**config.mk**
```make
export PLATFORM = sky130hd
export DESIGN_NAME = rsqe_top
export DESIGN_NICKNAME = d
export VERILOG_FILES = /design/src/rtl/rsqe_pkg.sv /design/src/rtl/rsqe_classify.sv /design/src/rtl/rsqe_search.sv /design/src/rtl/rsqe_top.sv
export SDC_FILE = /design/constraint.sdc
export NUM_CORES = 1
export LEC_CHECK = 0
export BUFFER_PORTS_ARGS = -buffer_cell sky130_fd_sc_hd__buf_2
export CAP_MARGIN = 0
export CELL_PAD_IN_SITES_DETAIL_PLACEMENT = 2
export CELL_PAD_IN_SITES_GLOBAL_PLACEMENT = 2
export CORE_ASPECT_RATIO = 0.7
export CORE_MARGIN = 10
export CORE_UTILIZATION = 40
export DETAILED_ROUTE_END_ITERATION = 10
export GPL_TIMING_DRIVEN = 0
export PLACE_DENSITY_LB_ADDON = 0.3
export SYNTH_ARGS = -nofsm -noshare
export SYNTH_HDL_FRONTEND = slang
export SYNTH_SLANG_ARGS = --single-unit
```
**constraint.sdc**
```tcl
create_clock -name clk -period 15 [get_ports clk]
set_input_delay 0.75 -clock clk [delete_from_list [all_inputs] [get_ports clk]]
set_output_delay 0.75 -clock clk [all_outputs]
set_load 0.02 [all_outputs]
```
**src/rtl/rsqe_pkg.sv**
```systemverilog
package rsqe_pkg;
  localparam int OP_W       = 32;
  localparam int EXP_W      = 8;
  localparam int FRAC_W     = 23;
  localparam int SCL_W      = 9;
  localparam int EST_W      = 9;
  localparam int B_W        = 10;
  localparam int BP1_W      = B_W + 1;
  localparam int SQ_W       = 2 * BP1_W;
  localparam int PROD_W     = 32;
  localparam int BOUND_LOG2 = 28;
  localparam int B_START    = 512;
  localparam int EXP_SUM    = 380;
  localparam int SEXP_W     = 11;
  localparam int OUT_FRAC   = 8;

  typedef enum logic [1:0] {
    ST_IDLE,
    ST_NORM,
    ST_PREP,
    ST_SEARCH
  } rsqe_state_e;

  typedef struct packed {
    logic inv;
    logic dz;
    logic idn;
  } rsqe_flags_t;
endpackage

```
**src/rtl/rsqe_classify.sv**
```systemverilog
module rsqe_classify
  import rsqe_pkg::*;
#(
  parameter logic [OP_W-1:0] DEFAULT_NAN = 32'h7FC00000
) (
  input  logic [OP_W-1:0] op,
  input  logic            umode,
  input  logic            ftz,
  input  logic            dnan,
  output logic            sp_hit,
  output logic [OP_W-1:0] sp_res,
  output rsqe_flags_t     sp_flags,
  output logic            needs_norm
);
  localparam logic [EXP_W-1:0] EXP_ONES = '1;
  localparam logic [OP_W-1:0]  QBIT     = OP_W'(1) << (FRAC_W - 1);

  logic             sgn;
  logic [EXP_W-1:0] ex;
  logic [FRAC_W-1:0] fr;
  logic is_nan, is_inf, is_sub, is_zero_eff;

  assign sgn = op[OP_W-1];
  assign ex  = op[OP_W-2 -: EXP_W];
  assign fr  = op[FRAC_W-1:0];

  assign is_nan      = (ex == EXP_ONES) && (fr != '0);
  assign is_inf      = (ex == EXP_ONES) && (fr == '0);
  assign is_sub      = (ex == '0) && (fr != '0);
  assign is_zero_eff = (ex == '0) && ((fr == '0) || ftz);

  always_comb begin
    sp_hit   = 1'b0;
    sp_res   = '0;
    sp_flags = '0;
    if (umode) begin
      if (op[OP_W-1 -: 2] == 2'b00) begin
        sp_hit = 1'b1;
        sp_res = '1;
      end
    end else if (is_nan) begin
      sp_hit       = 1'b1;
      sp_flags.inv = ~fr[FRAC_W-1];
      sp_res       = dnan ? DEFAULT_NAN : (op | QBIT);
    end else if (is_zero_eff) begin
      sp_hit       = 1'b1;
      sp_flags.dz  = 1'b1;
      sp_flags.idn = is_sub;
      sp_res       = {sgn, EXP_ONES, {FRAC_W{1'b0}}};
    end else if (sgn) begin
      sp_hit       = 1'b1;
      sp_flags.inv = 1'b1;
      sp_res       = DEFAULT_NAN;
    end else if (is_inf) begin
      sp_hit = 1'b1;
      sp_res = '0;
    end
  end

  assign needs_norm = ~umode & is_sub & ~ftz;
endmodule

```
**src/rtl/rsqe_search.sv**
```systemverilog
module rsqe_search
  import rsqe_pkg::*;
(
  input  logic             clk,
  input  logic             rst,
  input  logic             load,
  input  logic [SCL_W-1:0] scaled,
  input  logic             step,
  output logic             less,
  output logic [EST_W-1:0] est
);
  localparam logic [PROD_W-1:0] BOUND = PROD_W'(1) << BOUND_LOG2;

  logic [SCL_W:0]    adj_d, adj_q;
  logic [B_W-1:0]    b_q;
  logic [BP1_W-1:0]  bp1;
  logic [SQ_W-1:0]   sq;
  logic [PROD_W-1:0] prod;

  // Input adjustment: odd-form for the lower half, rounded-even form above.
  always_comb begin
    if (scaled[SCL_W-1] == 1'b0) adj_d = {scaled, 1'b1};
    else                         adj_d = {scaled[SCL_W-1:1], 2'b10};
  end

  always_ff @(posedge clk) begin
    if (rst) begin
      adj_q <= '0;
      b_q   <= '0;
    end else if (load) begin
      adj_q <= adj_d;
      b_q   <= B_W'(B_START);
    end else if (step) begin
      b_q <= b_q + 1'b1;
    end
  end

  assign bp1  = {1'b0, b_q} + 1'b1;
  assign sq   = bp1 * bp1;
  assign prod = PROD_W'(adj_q) * PROD_W'(sq);
  assign less = prod < BOUND;
  assign est  = EST_W'(bp1 >> 1);
endmodule

```
**src/rtl/rsqe_top.sv**
```systemverilog
module rsqe_top
  import rsqe_pkg::*;
#(
  parameter logic [OP_W-1:0] DEFAULT_NAN = 32'h7FC00000
) (
  input  logic            clk,
  input  logic            rst,
  input  logic            start,
  input  logic [OP_W-1:0] operand,
  input  logic            mode_fixed,
  input  logic            ftz_en,
  input  logic            dnan_en,
  output logic            busy,
  output logic            done,
  output logic [OP_W-1:0] result,
  output logic            flag_invalid,
  output logic            flag_divzero,
  output logic            flag_denorm_in
);
  localparam logic signed [SEXP_W-1:0] EXP_SUM_S = SEXP_W'(EXP_SUM);

  rsqe_state_e              state_q;
  logic signed [SEXP_W-1:0] exp_q;
  logic [FRAC_W-1:0]        frac_q;
  logic [SCL_W-1:0]         uscl_q;
  logic                     umode_q;
  logic [OP_W-1:0]          res_q;
  rsqe_flags_t              flags_q;
  logic                     done_q;

  logic            sp_hit;
  logic [OP_W-1:0] sp_res;
  rsqe_flags_t     sp_flags;
  logic            needs_norm;

  logic [SCL_W-1:0] scaled;
  logic             s_load, s_step, s_less;
  logic [EST_W-1:0] est;
  logic [EXP_W-1:0] rexp;

  rsqe_classify #(.DEFAULT_NAN(DEFAULT_NAN)) u_cls (
    .op        (operand),
    .umode     (mode_fixed),
    .ftz       (ftz_en),
    .dnan      (dnan_en),
    .sp_hit    (sp_hit),
    .sp_res    (sp_res),
    .sp_flags  (sp_flags),
    .needs_norm(needs_norm)
  );

  // Scaled input: exponent parity picks 7 or 8 fraction bits.
  always_comb begin
    if (umode_q)       scaled = uscl_q;
    else if (exp_q[0]) scaled = {2'b01, frac_q[FRAC_W-1 -: SCL_W-2]};
    else               scaled = {1'b1, frac_q[FRAC_W-1 -: SCL_W-1]};
  end

  assign s_load = (state_q == ST_PREP);
  assign s_step = (state_q == ST_SEARCH) && s_less;

  rsqe_search u_srch (
    .clk   (clk),
    .rst   (rst),
    .load  (s_load),
    .scaled(scaled),
    .step  (s_step),
    .less  (s_less),
    .est   (est)
  );

  assign rexp = EXP_W'((EXP_SUM_S - exp_q) >>> 1);

  always_ff @(posedge clk) begin
    if (rst) begin
      state_q <= ST_IDLE;
      exp_q   <= '0;
      frac_q  <= '0;
      uscl_q  <= '0;
      umode_q <= 1'b0;
      res_q   <= '0;
      flags_q <= '0;
      done_q  <= 1'b0;
    end else begin
      done_q <= 1'b0;
      unique case (state_q)
        ST_IDLE: begin
          if (start) begin
            umode_q <= mode_fixed;
            uscl_q  <= operand[OP_W-1 -: SCL_W];
            exp_q   <= $signed({{(SEXP_W-EXP_W){1'b0}}, operand[OP_W-2 -: EXP_W]});
            frac_q  <= operand[FRAC_W-1:0];
            if (sp_hit) begin
              res_q   <= sp_res;
              flags_q <= sp_flags;
              done_q  <= 1'b1;
            end else if (needs_norm) begin
              state_q <= ST_NORM;
            end else begin
              state_q <= ST_PREP;
            end
          end
        end
        ST_NORM: begin
          frac_q <= frac_q << 1;
          if (frac_q[FRAC_W-1]) state_q <= ST_PREP;
          else                  exp_q   <= exp_q - 11'sd1;
        end
        ST_PREP: begin
          state_q <= ST_SEARCH;
        end
        ST_SEARCH: begin
          if (!s_less) begin
            state_q <= ST_IDLE;
            done_q  <= 1'b1;
            flags_q <= '0;
            if (umode_q) res_q <= {est, {(OP_W-EST_W){1'b0}}};
            else         res_q <= {1'b0, rexp, est[OUT_FRAC-1:0], {(FRAC_W-OUT_FRAC){1'b0}}};
          end
        end
        default: state_q <= ST_IDLE;
      endcase
    end
  end

  assign busy           = (state_q != ST_IDLE);
  assign done           = done_q;
  assign result         = res_q;
  assign flag_invalid   = flags_q.inv;
  assign flag_divzero   = flags_q.dz;
  assign flag_denorm_in = flags_q.idn;
endmodule

```
=== Word level (Yosys, flattened, before mapping) ===
Index checks and enable logic that the tools add are counted.

* Bits in registers: 102
* Output and inout bits: 37
* Word-level logic and storage cells: 103

* Add/sub/neg operators: 4
* Multiply operators: 2
* Order comparisons: 1
* Eq/ne operators: 10
* Multiplexer cells: 47
* Bitwise operators: 5
* Reduce and logical (&&, ||, !) cells: 21

{| class="wikitable"
|+ Operator list
! kind !! number
|-
| $mux 32 || 9
|-
| $pmux 32 s2 || 1
|-
| $pmux 23 s2 || 1
|-
| $lt 32x29->1 const B || 1
|-
| $mul 10x22->32 || 1
|-
| $mux 31 || 1
|-
| $mux 10 || 3
|-
| $logic_not 23->1 || 1
|-
| $mux 23 || 1
|-
| $reduce_bool 23->1 || 1
|-
| $mul 11x11->22 || 1
|-
| $mux 11 || 2
|-
| $pmux 11 s2 || 1
|-
| $mux 9 || 2
|-
| $mux 2 || 7
|-
| $mux 1 || 12
|-
| $mux 3 || 4
|-
| $ne 2x2->1 const B || 6
|-
| $add 10x1->11 const B || 1
|-
| $sub 11x2->11 const B || 1
|-
| $add 10x1->10 const B || 1
|-
| $sub 9x9->9 const A || 1
|-
| $eq 8x8->1 const B || 1
|-
| $logic_not 8->1 || 1
|-
| other kinds (15) || 29
|}

=== Longest topological paths before layout ===
* Depth in word-level cells: 10
* Mapped depth: 47
* Gate-level depth less buffers: 42

=== By module ===
From an unflattened synthesis, not the netlist that was laid out.

* Cells, all modules: 1822
* Area, all modules: 15436.1 µm²

{| class="wikitable"
|+ Modules (own cells, without submodules)
! module !! instances !! cells each !! area each (µm²) !! seq. area each (µm²)
|-
| rsqe_search || 1 || 1262 || 10909.2 || 400.4
|-
| rsqe_top || 1 || 478 || 3933.8 || 1601.5
|-
| rsqe_classify || 1 || 82 || 593.1 || 0.0
|}

=== Worst setup path before layout ===
No wires, ideal clock.

* Path kind: reg-to-reg
* Start point: register u_srch.b_q[1]
* End point: register flags_q (netlist bit flag_denorm_in)
* Setup time: 121 ps
* Arrival time: 11251 ps
* Path slack: 3628 ps
* Cell stages (with the launch flop): 45
* Buffers on the path: 4
* Clock period less this slack: 11372 ps
* Cells stage by stage: dfxtp_1 ha_1 nand3_1 nor3_2 xnor2_1 clkinv_1 nand2_1 fa_1 fa_1 inv_1 fa_1 fa_1 inv_1 fa_1 inv_1 ha_1 clkbuf_1 a21oi_1 [... 9 more ...] fa_1 inv_1 fa_1 fa_1 fa_1 inv_1 fa_1 inv_1 ha_1 nand3_1 nor4_2 nand3_1 a21o_1 a31o_2 mux2_2 o31ai_4 buf_6 mux2_4

* Cells in the longest elaborated chain, start to end: 6

{| class="wikitable"
|+ Ends and longest elaborated chain
! element !! line !! text
|-
| start: declaration || rsqe_search.sv:15 || <nowiki>logic [B_W-1:0] b_q;</nowiki>
|-
| start signal: assignment || rsqe_search.sv:32 || <nowiki>b_q <= B_W'(B_START);</nowiki>
|-
| start signal: assignment || rsqe_search.sv:34 || <nowiki>b_q <= b_q + 1'b1;</nowiki>
|-
| $add 10x1->11 || rsqe_search.sv:38 || <nowiki>assign bp1 = {1'b0, b_q} + 1'b1;</nowiki>
|-
| net est[7] || rsqe_top.sv:38 || <nowiki>logic [EST_W-1:0] est;</nowiki>
|-
| $mul 11x11->22 || rsqe_search.sv:39 || <nowiki>assign sq = bp1 * bp1;</nowiki>
|-
| $mul 10x22->32 || rsqe_search.sv:40 || <nowiki>assign prod = PROD_W'(adj_q) * PROD_W'(sq);</nowiki>
|-
| $lt 32x29->1 || rsqe_search.sv:41 || <nowiki>assign less = prod < BOUND;</nowiki>
|-
| $ne 2x2->1 (no source line) || -- ||
|-
| $reduce_and 4->1 (no source line) || -- ||
|-
| end signal: assignment || rsqe_top.sv:95 || <nowiki>flags_q <= sp_flags;</nowiki>
|-
| end: declaration || rsqe_top.sv:28 || <nowiki>rsqe_flags_t flags_q;</nowiki>
|}

The timed path passes the listed nets, and every way through them passes these cells.
A chain may end at the register's enable or synchronous reset.

=== Final worst setup path ===
* Start point: register u_srch.b_q[1]
* End point: register done_q, in the netlist done

* Cells in the longest elaborated chain, start to end: 6

{| class="wikitable"
|+ Ends and longest elaborated chain
! element !! line !! text
|-
| $add 10x1->11 || rsqe_search.sv:38 ||
|-
| net est[7] || rsqe_top.sv:38 ||
|-
| $mul 11x11->22 || rsqe_search.sv:39 ||
|-
| $mul 10x22->32 || rsqe_search.sv:40 ||
|-
| $lt 32x29->1 || rsqe_search.sv:41 ||
|-
| $mux 1 || rsqe_top.sv:113 || <nowiki>if (!s_less) begin</nowiki>
|-
| $pmux 1 s2 || rsqe_top.sv:86 || <nowiki>unique case (state_q)</nowiki>
|-
| end signal: assignment || rsqe_top.sv:83 || <nowiki>done_q <= 1'b0;</nowiki>
|-
| end signal: assignment || rsqe_top.sv:85 || <nowiki>done_q <= 1'b0;</nowiki>
|-
| end signal: assignment || rsqe_top.sv:115 || <nowiki>done_q <= 1'b1;</nowiki>
|-
| end: declaration || rsqe_top.sv:29 || <nowiki>logic done_q;</nowiki>
|}

The timed path passes the listed nets, and every way through them passes these cells.

==> impl_metrics.env <==
export IMPL_antenna_cells=0
export IMPL_place_area_um2=16500
export IMPL_p_leak_nw=8.09
export IMPL_syn_avg_cell_area_um2=8.40
export IMPL_start_util_pct=40.4
export IMPL_ant_nets=0
export IMPL_ctsHoldBuffers=0
export IMPL_dp_cells=2416
export IMPL_syn_to_final_growth_pct=9.29
export IMPL_grtUsageTotal_pct=26.8
export IMPL_dp_slack_ps=389
export IMPL_antenna_found_initial=1
export IMPL_cp_arrival_ps=14790
export IMPL_fin_cells=2438
export IMPL_hold_slack_ps=461
export IMPL_drive_gt1_share_pct=8.24
export IMPL_num_rows=60
export IMPL_cts_htree_levels=3
export IMPL_core_area_um2=38300
export IMPL_ff_latch_area_um2=2000
export IMPL_cts_tree="built"
export IMPL_ys_flop_type="dfxtp_1"
export IMPL_slowest_delay_ps=560
export IMPL_ios=75
export IMPL_final_common_cell="inv_1"
export IMPL_final_hold_viol_count=0
export IMPL_ys_async_sr_fraction_pct=0
export IMPL_yosysSeqAreaShare_pct=12.9
export IMPL_cts_root_buf="clkbuf_16"
export IMPL_numCtsBuffers=9
export IMPL_yosysUniqueCellTypes=74
export IMPL_fmax_ghz=0.0690
export IMPL_maxCapViolations=0
export IMPL_clockBufferDepth=2
export IMPL_setup_viol=0
export IMPL_routed_wl_um=61600
export IMPL_via_per_inst=5.81
export IMPL_crit_type="flop to flop"
export IMPL_crit_slowest_cell="a311oi_1"
export IMPL_grt_pass1_vias=15800
export IMPL_cp_common_cell="fa_1"
export IMPL_first_pass_iters=5
export IMPL_drv_slew=0
export IMPL_grt_start_max_net_pins=19
export IMPL_drc=0
export IMPL_synthCells=1841
export IMPL_worstMarginPinSlew_ps=1320
export IMPL_netlist_area_um2=15500
export IMPL_cts_clk_slew_worst_paths_ps=80
export IMPL_die_area_um2=47100
export IMPL_p_per_area_nw_per_um2=76.7
export IMPL_fin_ws_ps=503
export IMPL_synth_seq_cells=100
export IMPL_synth_edf_count=0
export IMPL_place_hpwl_um=49900
export IMPL_overflow=0
export IMPL_peakVddDrop_mv=0.0581
export IMPL_min_path_type="flop to flop"
export IMPL_first_iter_violations=1127
export IMPL_clkSinkCount=100
export IMPL_slew_headroom_pct=11.2
export IMPL_tns_ps=0
export IMPL_routedWlPerCell_um=25.3
export IMPL_fin_area_um2=16900
export IMPL_status="finished, final reports clean"
export IMPL_dr_total_vias=14200
export IMPL_fin_crit_sh_pct=96.6
export IMPL_nets=2311
export IMPL_die_h_um=185
export IMPL_place_congestion=0.916
export IMPL_synth_warnings=0
export IMPL_multi_input_area_um2=12100
export IMPL_die_w_um=255
export IMPL_end_kind="flop"
export IMPL_required_ps=15290
export IMPL_crit_fanout=10
export IMPL_numPortBuffers=73
export IMPL_fillers=4358
export IMPL_final_min_clock_period_ps=14500
export IMPL_grt_pass1_wl_um=95900
export IMPL_mostFrequentLayoutCells="264 x inv_1, 211 x fa_1, 208 x nand2_1, 136 x nor2_1, 125 x ha_1"
export IMPL_final_setup_skew_ps=9.91
export IMPL_clock_latency_ps=380
export IMPL_startpoint_type="flop"
[routing by layer]
metal	wire, µm	track usage, %
met5	0	0
met4	717	3.94
met3	4590	6.25
met2	27600	42.2
met1	28700	37.3
[per-stage QoR]
step | power, mW | util [%]
6_report | 1.30 | 44.2
5_1_grt | 1.39 | 44.2
4_1_cts | 1.29 | 43.9
3_5_place_dp | 1.02 | 43.0
3_3_place_gp | 0.981 | 43.0
2_1_floorplan | 0.780 | -
[sequential cells by signal, summed over array words and instances (netlist names)]
name,flops
result,32
frac_q,23
u_srch.adj_q,10
u_srch.b_q,10
exp_q,9
uscl_q,9
state_q,2
done,1
flag_denorm_in,1
flag_divzero,1
flag_invalid,1
umode_q,1
[synth_stat cells (9+ instances only)]
library cell,n,share of area (%)
o211ai_1,26,1.3
a21o_1,12,0.58
nor2b_1,33,1.3
a211oi_1,35,1.7
inv_1,264,6.4
fa_1,211,27
mux2i_1,50,3.2
nor4_1,16,0.65
and2_1,77,3.1
nand2_1,208,5.0
nand4_1,9,0.36
o311ai_0,14,0.79
a31oi_1,12,0.49
nand3_1,44,1.4
buf_1,10,0.24
o211a_1,9,0.58
nor2_1,136,3.3
nor3_1,24,0.78
xnor2_1,28,1.6
and3_1,14,0.57
nand2b_1,10,0.40
dfxtp_1,100,13
o21ai_0,35,1.1
mux2_4,17,1.7
or3_1,12,0.49
mux2_2,15,1.1
ha_1,125,10
a21oi_1,85,2.8
o22ai_1,10,0.40
clkbuf_1,89,2.2
xor2_1,9,0.51
[power by group]
| group | internal [mW] | switching (mW) |
|---|---|---|
| logic | 0.225 | 0.457 |
| clock network | 0.132 | 0.127 |
| registers | 0.309 | 0.0471 |
| total | 0.666 | 0.631 |
[critical path, delay by kind of cell (launching register included)]
family | cells | cell delay (ps)
AO/OA/AOI/OAI | 9 | 2910
XOR/XNOR | 1 | 480
adder cells (fa/ha/maj) | 13 | 5730
buffers and inverters | 12 | 2110
flip-flops | 1 | 510
multiplexers | 1 | 450
AND/OR/NAND/NOR | 9 | 2170
[final timing paths]
check                startpoint   endpoint  slack, ps  cells past startpoint
hold / removal        uscl_q[5]  uscl_q[5]        460                      2
setup / recovery  u_srch.b_q[1]       done        500                     45
hold reg to reg       uscl_q[5]  uscl_q[5]        460                      2
setup reg to reg  u_srch.b_q[1]       done        500                     45
[cells by family (layout without fill, tap and decap cells)]
logic type | count (synthesis) | after routing | share of synthesized area (%)
compound gates | 300 | 300 | 13.3
xor+xnor | 37 | 37 | 2.10
fa+ha+maj | 336 | 336 | 37.4
buf+inv | 373 | 468 | 9.23
flops | 100 | 100 | 12.9
mux | 83 | 83 | 6.07
other cells | 2 | 8 | 0.0486
simple gates | 610 | 610 | 18.9
[timing repair]
item                       4_1_cts  5_1_grt
setup buffers                    0        6
setup endpoints to repair        0       48
gates resized for setup          0        9
[cell type report]
type,count,share of cell area [%]
Buffer,104,2.47
Clock buffer,9,1.33
Clock inverter,7,0.503
Inverter,269,6.04
Multi-Input combinational cell,1374,71.6
Sequential cell,100,11.8
Tap cell,496,3.67
Timing Repair Buffer,79,2.50
No activity file was read; power rests on OpenSTA's default activity.
